### src/rtl/cfgp_pkg.sv
package cfgp_pkg;
  localparam logic [7:0] KEY_OPEN     = 8'h87;
  localparam logic [7:0] KEY_CLOSE    = 8'hAA;
  localparam logic [7:0] REG_PAGE     = 8'h07;
  localparam logic [7:0] PAGE_GPIO    = 8'h06;
  localparam logic [7:0] REG_DEV_HI   = 8'h20;
  localparam logic [7:0] REG_DEV_LO   = 8'h21;
  localparam logic [7:0] REG_REV      = 8'h22;
  localparam logic [7:0] REG_MFG_HI   = 8'h23;
  localparam logic [7:0] REG_MFG_LO   = 8'h24;

  typedef enum logic [1:0] {ST_LOCKED, ST_HALF, ST_OPEN} key_st_t;

  // mask of implemented lanes in a bank of the given width
  function automatic logic [7:0] lane_mask(input int unsigned pins);
    return 8'((16'd1 << pins) - 16'd1);
  endfunction

  // upper register-number nibble of bank b (bases step down from 0xF0)
  function automatic logic [3:0] page_nibble(input int unsigned bank);
    return 4'(15 - bank);
  endfunction

  // a lane is driven when it is an output and either push-pull or pulling low
  function automatic logic [7:0] drive_en(input logic [7:0] dir, input logic [7:0] latch,
                                          input logic [7:0] style);
    return dir & (style | ~latch);
  endfunction
endpackage

### src/rtl/cfgp_unlock.sv
module cfgp_unlock
  import cfgp_pkg::*;
(
  input  logic       clk,
  input  logic       rst_n,
  input  logic       idx_wr,
  input  logic [7:0] wdata,
  output logic       cfg_open,
  output logic       idx_load
);
  key_st_t st_q, st_d;

  always_comb begin
    st_d = st_q;
    if (idx_wr) begin
      case (st_q)
        ST_LOCKED: st_d = (wdata == KEY_OPEN) ? ST_HALF : ST_LOCKED;
        ST_HALF:   st_d = (wdata == KEY_OPEN) ? ST_OPEN : ST_LOCKED;
        ST_OPEN:   if (wdata == KEY_CLOSE) st_d = ST_LOCKED;
        default:   st_d = ST_LOCKED;
      endcase
    end
  end

  always_ff @(posedge clk or negedge rst_n) begin
    if (!rst_n) st_q <= ST_LOCKED;
    else        st_q <= st_d;
  end

  assign cfg_open = (st_q == ST_OPEN);
  assign idx_load = idx_wr && cfg_open && (wdata != KEY_CLOSE);

  assert_open_by_key_R1: assert property (@(posedge clk) disable iff (!rst_n)
    $rose(cfg_open) |-> $past(idx_wr && wdata == KEY_OPEN));
  assert_bad_key_stays_closed_R2: assert property (@(posedge clk) disable iff (!rst_n)
    (!cfg_open && idx_wr && wdata != KEY_OPEN) |=> !cfg_open);
  assert_close_key_R3: assert property (@(posedge clk) disable iff (!rst_n)
    (cfg_open && idx_wr && wdata == KEY_CLOSE) |=> !cfg_open);
endmodule

### src/rtl/cfgp_gpio_bank.sv
module cfgp_gpio_bank
  import cfgp_pkg::*;
#(
  parameter int unsigned PINS = 8
) (
  input  logic       clk,
  input  logic       rst_n,
  input  logic       page_sel,
  input  logic       wr_en,
  input  logic [1:0] offs,
  input  logic [7:0] wdata,
  input  logic [7:0] pad_in,
  output logic [7:0] rdata,
  output logic [7:0] pad_out,
  output logic [7:0] pad_oe
);
  localparam logic [7:0] MASK = lane_mask(PINS);

  logic [7:0] dir_q, latch_q, style_q, sync1_q, sync2_q;
  logic [1:0] age_q;

  always_ff @(posedge clk or negedge rst_n) begin
    if (!rst_n) begin
      dir_q   <= '0;
      latch_q <= '0;
      style_q <= '0;
      sync1_q <= '0;
      sync2_q <= '0;
      age_q   <= '0;
    end else begin
      sync1_q <= pad_in & MASK;
      sync2_q <= sync1_q;
      if (age_q != 2'd2) age_q <= age_q + 2'd1;
      if (page_sel && wr_en) begin
        case (offs)
          2'd0:    dir_q   <= wdata & MASK;
          2'd1:    latch_q <= wdata & MASK;
          2'd3:    style_q <= wdata & MASK;
          default: ;
        endcase
      end
    end
  end

  always_comb begin
    rdata = '0;
    if (page_sel) begin
      case (offs)
        2'd0:    rdata = dir_q;
        2'd1:    rdata = latch_q;
        2'd2:    rdata = sync2_q;
        default: rdata = style_q;
      endcase
    end
  end

  assign pad_oe  = drive_en(dir_q, latch_q, style_q);
  assign pad_out = pad_oe & latch_q;

  assert_input_released_R8: assert property (@(posedge clk) disable iff (!rst_n)
    (page_sel && wr_en && offs == 2'd0) |=> ((pad_oe & ~$past(wdata)) == 8'h00));
  assert_sync_depth_R10: assert property (@(posedge clk) disable iff (!rst_n)
    (age_q == 2'd2) |-> (sync2_q == ($past(pad_in, 2) & MASK)));
  assert_missing_lanes_R11: assert property (@(posedge clk) disable iff (!rst_n)
    ((dir_q | latch_q | style_q | sync2_q | pad_oe) & ~MASK) == 8'h00);
endmodule

### src/rtl/sio_cfg_gpio.sv
module sio_cfg_gpio
  import cfgp_pkg::*;
#(
  parameter int unsigned NB        = 5,
  parameter logic [31:0] BANK_PINS = 32'h0004_4888,
  parameter logic [15:0] DEV_ID    = 16'h0541,
  parameter logic [7:0]  DEV_REV   = 8'h12,
  parameter logic [15:0] MFG_ID    = 16'h1934
) (
  input  logic            clk,
  input  logic            rst_n,
  input  logic            io_wr,
  input  logic            io_addr,
  input  logic [7:0]      io_wdata,
  output logic [7:0]      io_rdata,
  input  logic [8*NB-1:0] pad_in,
  output logic [8*NB-1:0] pad_out,
  output logic [8*NB-1:0] pad_oe
);
  logic       cfg_open, idx_load, dat_wr, gpio_page;
  logic [7:0] idx_q, page_q, gpio_rd;
  logic [NB-1:0] bank_hit;
  logic [7:0] bank_rd [NB];

  cfgp_unlock u_unlock (
    .clk      (clk),
    .rst_n    (rst_n),
    .idx_wr   (io_wr && !io_addr),
    .wdata    (io_wdata),
    .cfg_open (cfg_open),
    .idx_load (idx_load)
  );

  assign dat_wr    = io_wr && io_addr && cfg_open;
  assign gpio_page = cfg_open && (page_q == PAGE_GPIO);

  always_ff @(posedge clk or negedge rst_n) begin
    if (!rst_n) begin
      idx_q  <= '0;
      page_q <= '0;
    end else begin
      if (idx_load) idx_q <= io_wdata;
      if (dat_wr && idx_q == REG_PAGE) page_q <= io_wdata;
    end
  end

  for (genvar b = 0; b < NB; b++) begin : g_bank
    localparam int unsigned PB = int'(BANK_PINS[4*b +: 4]);
    assign bank_hit[b] = gpio_page && (idx_q[7:4] == page_nibble(b)) && (idx_q[3:2] == 2'b00);
    cfgp_gpio_bank #(.PINS(PB)) u_bank (
      .clk      (clk),
      .rst_n    (rst_n),
      .page_sel (bank_hit[b]),
      .wr_en    (dat_wr),
      .offs     (idx_q[1:0]),
      .wdata    (io_wdata),
      .pad_in   (pad_in[8*b +: 8]),
      .rdata    (bank_rd[b]),
      .pad_out  (pad_out[8*b +: 8]),
      .pad_oe   (pad_oe[8*b +: 8])
    );
  end

  always_comb begin
    gpio_rd = '0;
    for (int b = 0; b < NB; b++) gpio_rd = gpio_rd | bank_rd[b];
    if (!io_addr)       io_rdata = cfg_open ? idx_q : 8'hFF;
    else if (!cfg_open) io_rdata = 8'hFF;
    else begin
      case (idx_q)
        REG_PAGE:   io_rdata = page_q;
        REG_DEV_HI: io_rdata = DEV_ID[15:8];
        REG_DEV_LO: io_rdata = DEV_ID[7:0];
        REG_REV:    io_rdata = DEV_REV;
        REG_MFG_HI: io_rdata = MFG_ID[15:8];
        REG_MFG_LO: io_rdata = MFG_ID[7:0];
        default:    io_rdata = gpio_rd;
      endcase
    end
  end

  assert_page_frozen_when_closed_R5: assert property (@(posedge clk) disable iff (!rst_n)
    !cfg_open |=> $stable(page_q));
  assert_single_bank_R7: assert property (@(posedge clk) disable iff (!rst_n)
    $onehot0(bank_hit));
  assert_index_frozen_when_closed_R3: assert property (@(posedge clk) disable iff (!rst_n)
    !cfg_open |=> $stable(idx_q));
endmodule

### config.mk
export PLATFORM = sky130hd
export DESIGN_NAME = sio_cfg_gpio
export DESIGN_NICKNAME = d
export VERILOG_FILES = /design/src/rtl/cfgp_pkg.sv /design/src/rtl/cfgp_unlock.sv /design/src/rtl/cfgp_gpio_bank.sv /design/src/rtl/sio_cfg_gpio.sv
export SDC_FILE = /design/constraint.sdc
export NUM_CORES = 1
export LEC_CHECK = 0
export BUFFER_PORTS_ARGS = -buffer_cell sky130_fd_sc_hd__buf_4
export CAP_MARGIN = 25
export CORE_UTILIZATION = 24
export DETAILED_ROUTE_END_ITERATION = 12
export SKIP_LAST_GASP = 1
export SYNTH_ARGS = -nofsm -noshare
export SYNTH_HDL_FRONTEND = slang
export SYNTH_SLANG_ARGS = --single-unit
### constraint.sdc
create_clock -name clk -period 2.5 [get_ports clk]
set_clock_uncertainty 0.15 [all_clocks]
set_input_delay 0 -clock clk [delete_from_list [all_inputs] [get_ports clk]]
set_output_delay 0 -clock clk [all_outputs]
set_load 0.03 [all_outputs]
==> results.py <==
metrics = {
    "outcome": {
        "status": "complete, but fails checks",
        "violations": "negative setup slack",
    },
    "clocking": {
        "worstSkewPairLatency_ns": 0.44,
        "clock_path_buffers": 2,
        "cts_sinks": 178,
        "cts_max_level": 4,
        "cts-root-buf": "clkbuf_16",
        "path_clk_slew_ns": 0.07,
        "tritoncts": "yes",
        "numCtsBuffers": 17,
    },
    "finish": {
        "fin_nets": 851,
        "final_area_sq_mm": 0.0110,
        "final_core_util": 0.328,
        "final_layout_size_suffix_gt1_frac": 0.450,
        "fin_cells": 1260,
        "syn_to_final_growth_pct": 34.4,
        "n_antenna_cell": 0,
        "nFillCells": 3334,
    },
    "yosys": {
        "synth_warnings": 0,
        "synth-async-reset-ratio": 1.00,
        "synth_top_cells_by_count": "dfrtp_1, mux2_2, inv_1",
        "ys_seq_area_frac": 0.546,
        "synth_edf_count": 0,
        "avgSynthCellArea_sq_um": 13.6,
        "synth.area.top_cells": "dfrtp_1, mux2_2, mux4_2, a21boi_0, and3_1",
        "ys_ff_latch": 178,
        "netlist_area_sq_mm": 0.00816,
        "ys_types": 56,
        "synth.most_common_cell": "dfrtp_1",
        "yosysTopAreaCell": "dfrtp_1",
        "synthCells": 601,
        "synth_ff_type": "dfrtp_1",
        "synth_top_area_frac": 0.546,
    },
    "grt": {
        "grt_util_all_layers": 0.134,
        "antenna_found_initial": 0,
        "first_global_vias": 5644,
        "grt_overflow_total": 0,
        "grt_pass1_wl_mm": 34.8,
        "grt_start_max_net_pins": 61,
    },
    "setup_path": {
        "crit_slowest_cell": "mux4_2",
        "cpPeakStageDelay_ns": 0.50,
        "cp_max_fo": 5,
        "path_class": "register to output port",
        "path_common_cell": "buf_6",
        "r2r_cells": 6,
        "crit_chain": "buf_6 > mux4_2 > nor3b_2 > or4_4 > a311o_1 > buf_6",
        "worstSetupEndpointType": "output port",
        "reg2reg_slack_ns": 0.08,
        "endpoint": "io_rdata[4]",
        "cp.arrival_ns": 2.63,
        "timing.rr.end": "g_bank[2].u_bank.latch_q[1]",
        "startpoint_type": "register",
        "required_ns": 2.35,
        "timing.rr.start": "page_q[7]",
        "crit_start": "idx_q[1]",
    },
    "placed_design": {
        "place_area_sq_mm": 0.00967,
        "gp_congestion": 0.887,
        "dp_slack_ns": -0.00115,
        "io_buffers": 115,
        "dpl.hpwl_mm": 16.2,
        "placedCellCount": 1168,
    },
    "sta": {
        "min_period_ns": 2.78,
        "tightest_slew_ns": 0.569,
        "setup_tns_ns": -1.48,
        "fmax_ghz": 0.359,
        "slew_viol_final": 0,
        "hold_viol": 0,
        "maxSlewHeadroom": 0.620,
        "final.setup.worst_slack_ns": -0.285,
        "rsz0062_at_grt": "yes",
        "finalCritPeriodShare": 1.11,
        "setup_viol": 8,
    },
    "route": {
        "route.detailed.drc": 0,
        "num_vias": 5678,
        "post_drt_wl_per_cell_um": 18.1,
        "via_per_inst": 4.51,
        "drt-pass1-iter-count": 4,
        "drtIter0Drc": 336,
        "ant_nets": 0,
        "routed_wl_mm": 22.9,
    },
    "worst_hold_path": {
        "hold_path.class": "primary input to register",
    },
    "flow_run": {
        "cap_violations": 0,
    },
    "pwr": {
        "power.density_mw_per_mm2": 720,
        "leakagePower_nw": 5.10,
        "peakVddDrop_uv": 581,
    },
    "floorplanning": {
        "core_sq_mm": 0.0334,
        "io_pins": 140,
        "die_area_sq_mm": 0.0347,
        "rows": 67,
        "die_h_um": 186,
        "dieWidth_um": 186,
        "initial_core_util": 0.244,
    },
}
[worst max-delay path, delay by kind of cell, from the launching register on]
kind / cells / cell delay [ns]
AND/OR/NAND/NOR: 2 / 0.65
multiplexers: 1 / 0.50
flip-flops: 1 / 0.39
AO/OA/AOI/OAI: 1 / 0.34
buffers and inverters: 2 / 0.30
[cell families after synthesis]
family          synth area share
flops                      0.546
other cells             0.000460
fa+ha+maj                0.00123
compound gates            0.0664
xor+xnor                 0.00107
buf+inv                   0.0480
mux                        0.238
simple gates              0.0988
[registers in the layout (all words and copies together), names as in the netlist]
name / count
page_q: 8
g_bank.u_bank.sync1_q: 32
g_bank.u_bank.latch_q: 32
g_bank.u_bank.sync2_q: 32
u_unlock.st_q: 2
g_bank.u_bank.style_q: 32
g_bank.u_bank.dir_q: 32
idx_q: 8
[what timing repair did]
| item | CTS | global route |
|---|---|---|
| pin swaps | 17 | 9 |
| hold endpoints to repair | 324 | 0 |
| hold buffers | 45 | 0 |
| setup buffers | 12 | 3 |
| cloned | 1 | 0 |
| setup endpoints to repair | 8 | 59 |
| resized for setup | 22 | 18 |
[per-stage QoR]
stage | power (mW) | hold slack, ns
5_1_grt | 8.25 | 0.0397
4_1_cts | 7.89 | 0.0322
3_5_place_dp | 4.96 | -0.131
3_3_place_gp | 4.95 | -0.125
2_1_floorplan | 4.34 | -0.446
6_report | 7.90 | 0.0527
[where the power goes]
| part | total, mW | leakage, nW | switching [mW] | internal (mW) |
|---|---|---|---|---|
| Clock | 2.64 | 0.283 | 1.23 | 1.41 |
| Sequential | 3.13 | 2.31 | 0.118 | 3.01 |
| Combinational | 2.13 | 2.50 | 1.11 | 1.02 |
| Total | 7.90 | 5.10 | 2.46 | 5.44 |
[cells in the final DEF (no fill, tap or decap), types with 9 or more instances in the layout]
master / count
conb_1: 16
and3_1: 33
o21ai_0: 10
buf_4: 150
nand2_1: 20
mux4_2: 31
a21boi_0: 32
buf_6: 9
mux2_2: 102
inv_1: 37
nor3b_1: 12
dlygate4sd3_1: 45
dfrtp_1: 175
nor2_1: 10
clkbuf_16: 17
nand2_2: 10
[per-layer routing]
metal | up-vias | share of wire | global-route usage
met5 | - | 0 | 0
met4 | 0 | 0.020 | 0.0474
met3 | 28 | 0.043 | 0.0305
met2 | 150 | 0.47 | 0.205
met1 | 2930 | 0.47 | 0.186
li1 | 2570 | - | -
[cell type report]
class / count / area (sq um) / share of cell area
inverters: 37 / 139 / 0.0127
clock inverters: 13 / 139 / 0.0127
repair buffers: 209 / 1750 / 0.160
clock buffers: 19 / 433 / 0.0395
well taps: 448 / 561 / 0.0511
flip-flops and latches: 178 / 4460 / 0.407
multi-input cells: 356 / 3480 / 0.318
[worst min path at each step]
stage,from,to,cells after the start
floorplan,rst_n,g_bank[0].u_bank.dir_q[0],0
global placement,rst_n,g_bank[0].u_bank.sync2_q[5],1
detailed placement,rst_n,g_bank[1].u_bank.sync1_q[5],1
CTS,pad_in[8],g_bank[1].u_bank.sync1_q[0],2
global route,pad_in[15],g_bank[1].u_bank.sync1_q[7],2
finish,pad_in[8],g_bank[1].u_bank.sync1_q[0],2
No activity file was read; power rests on OpenSTA's default activity.
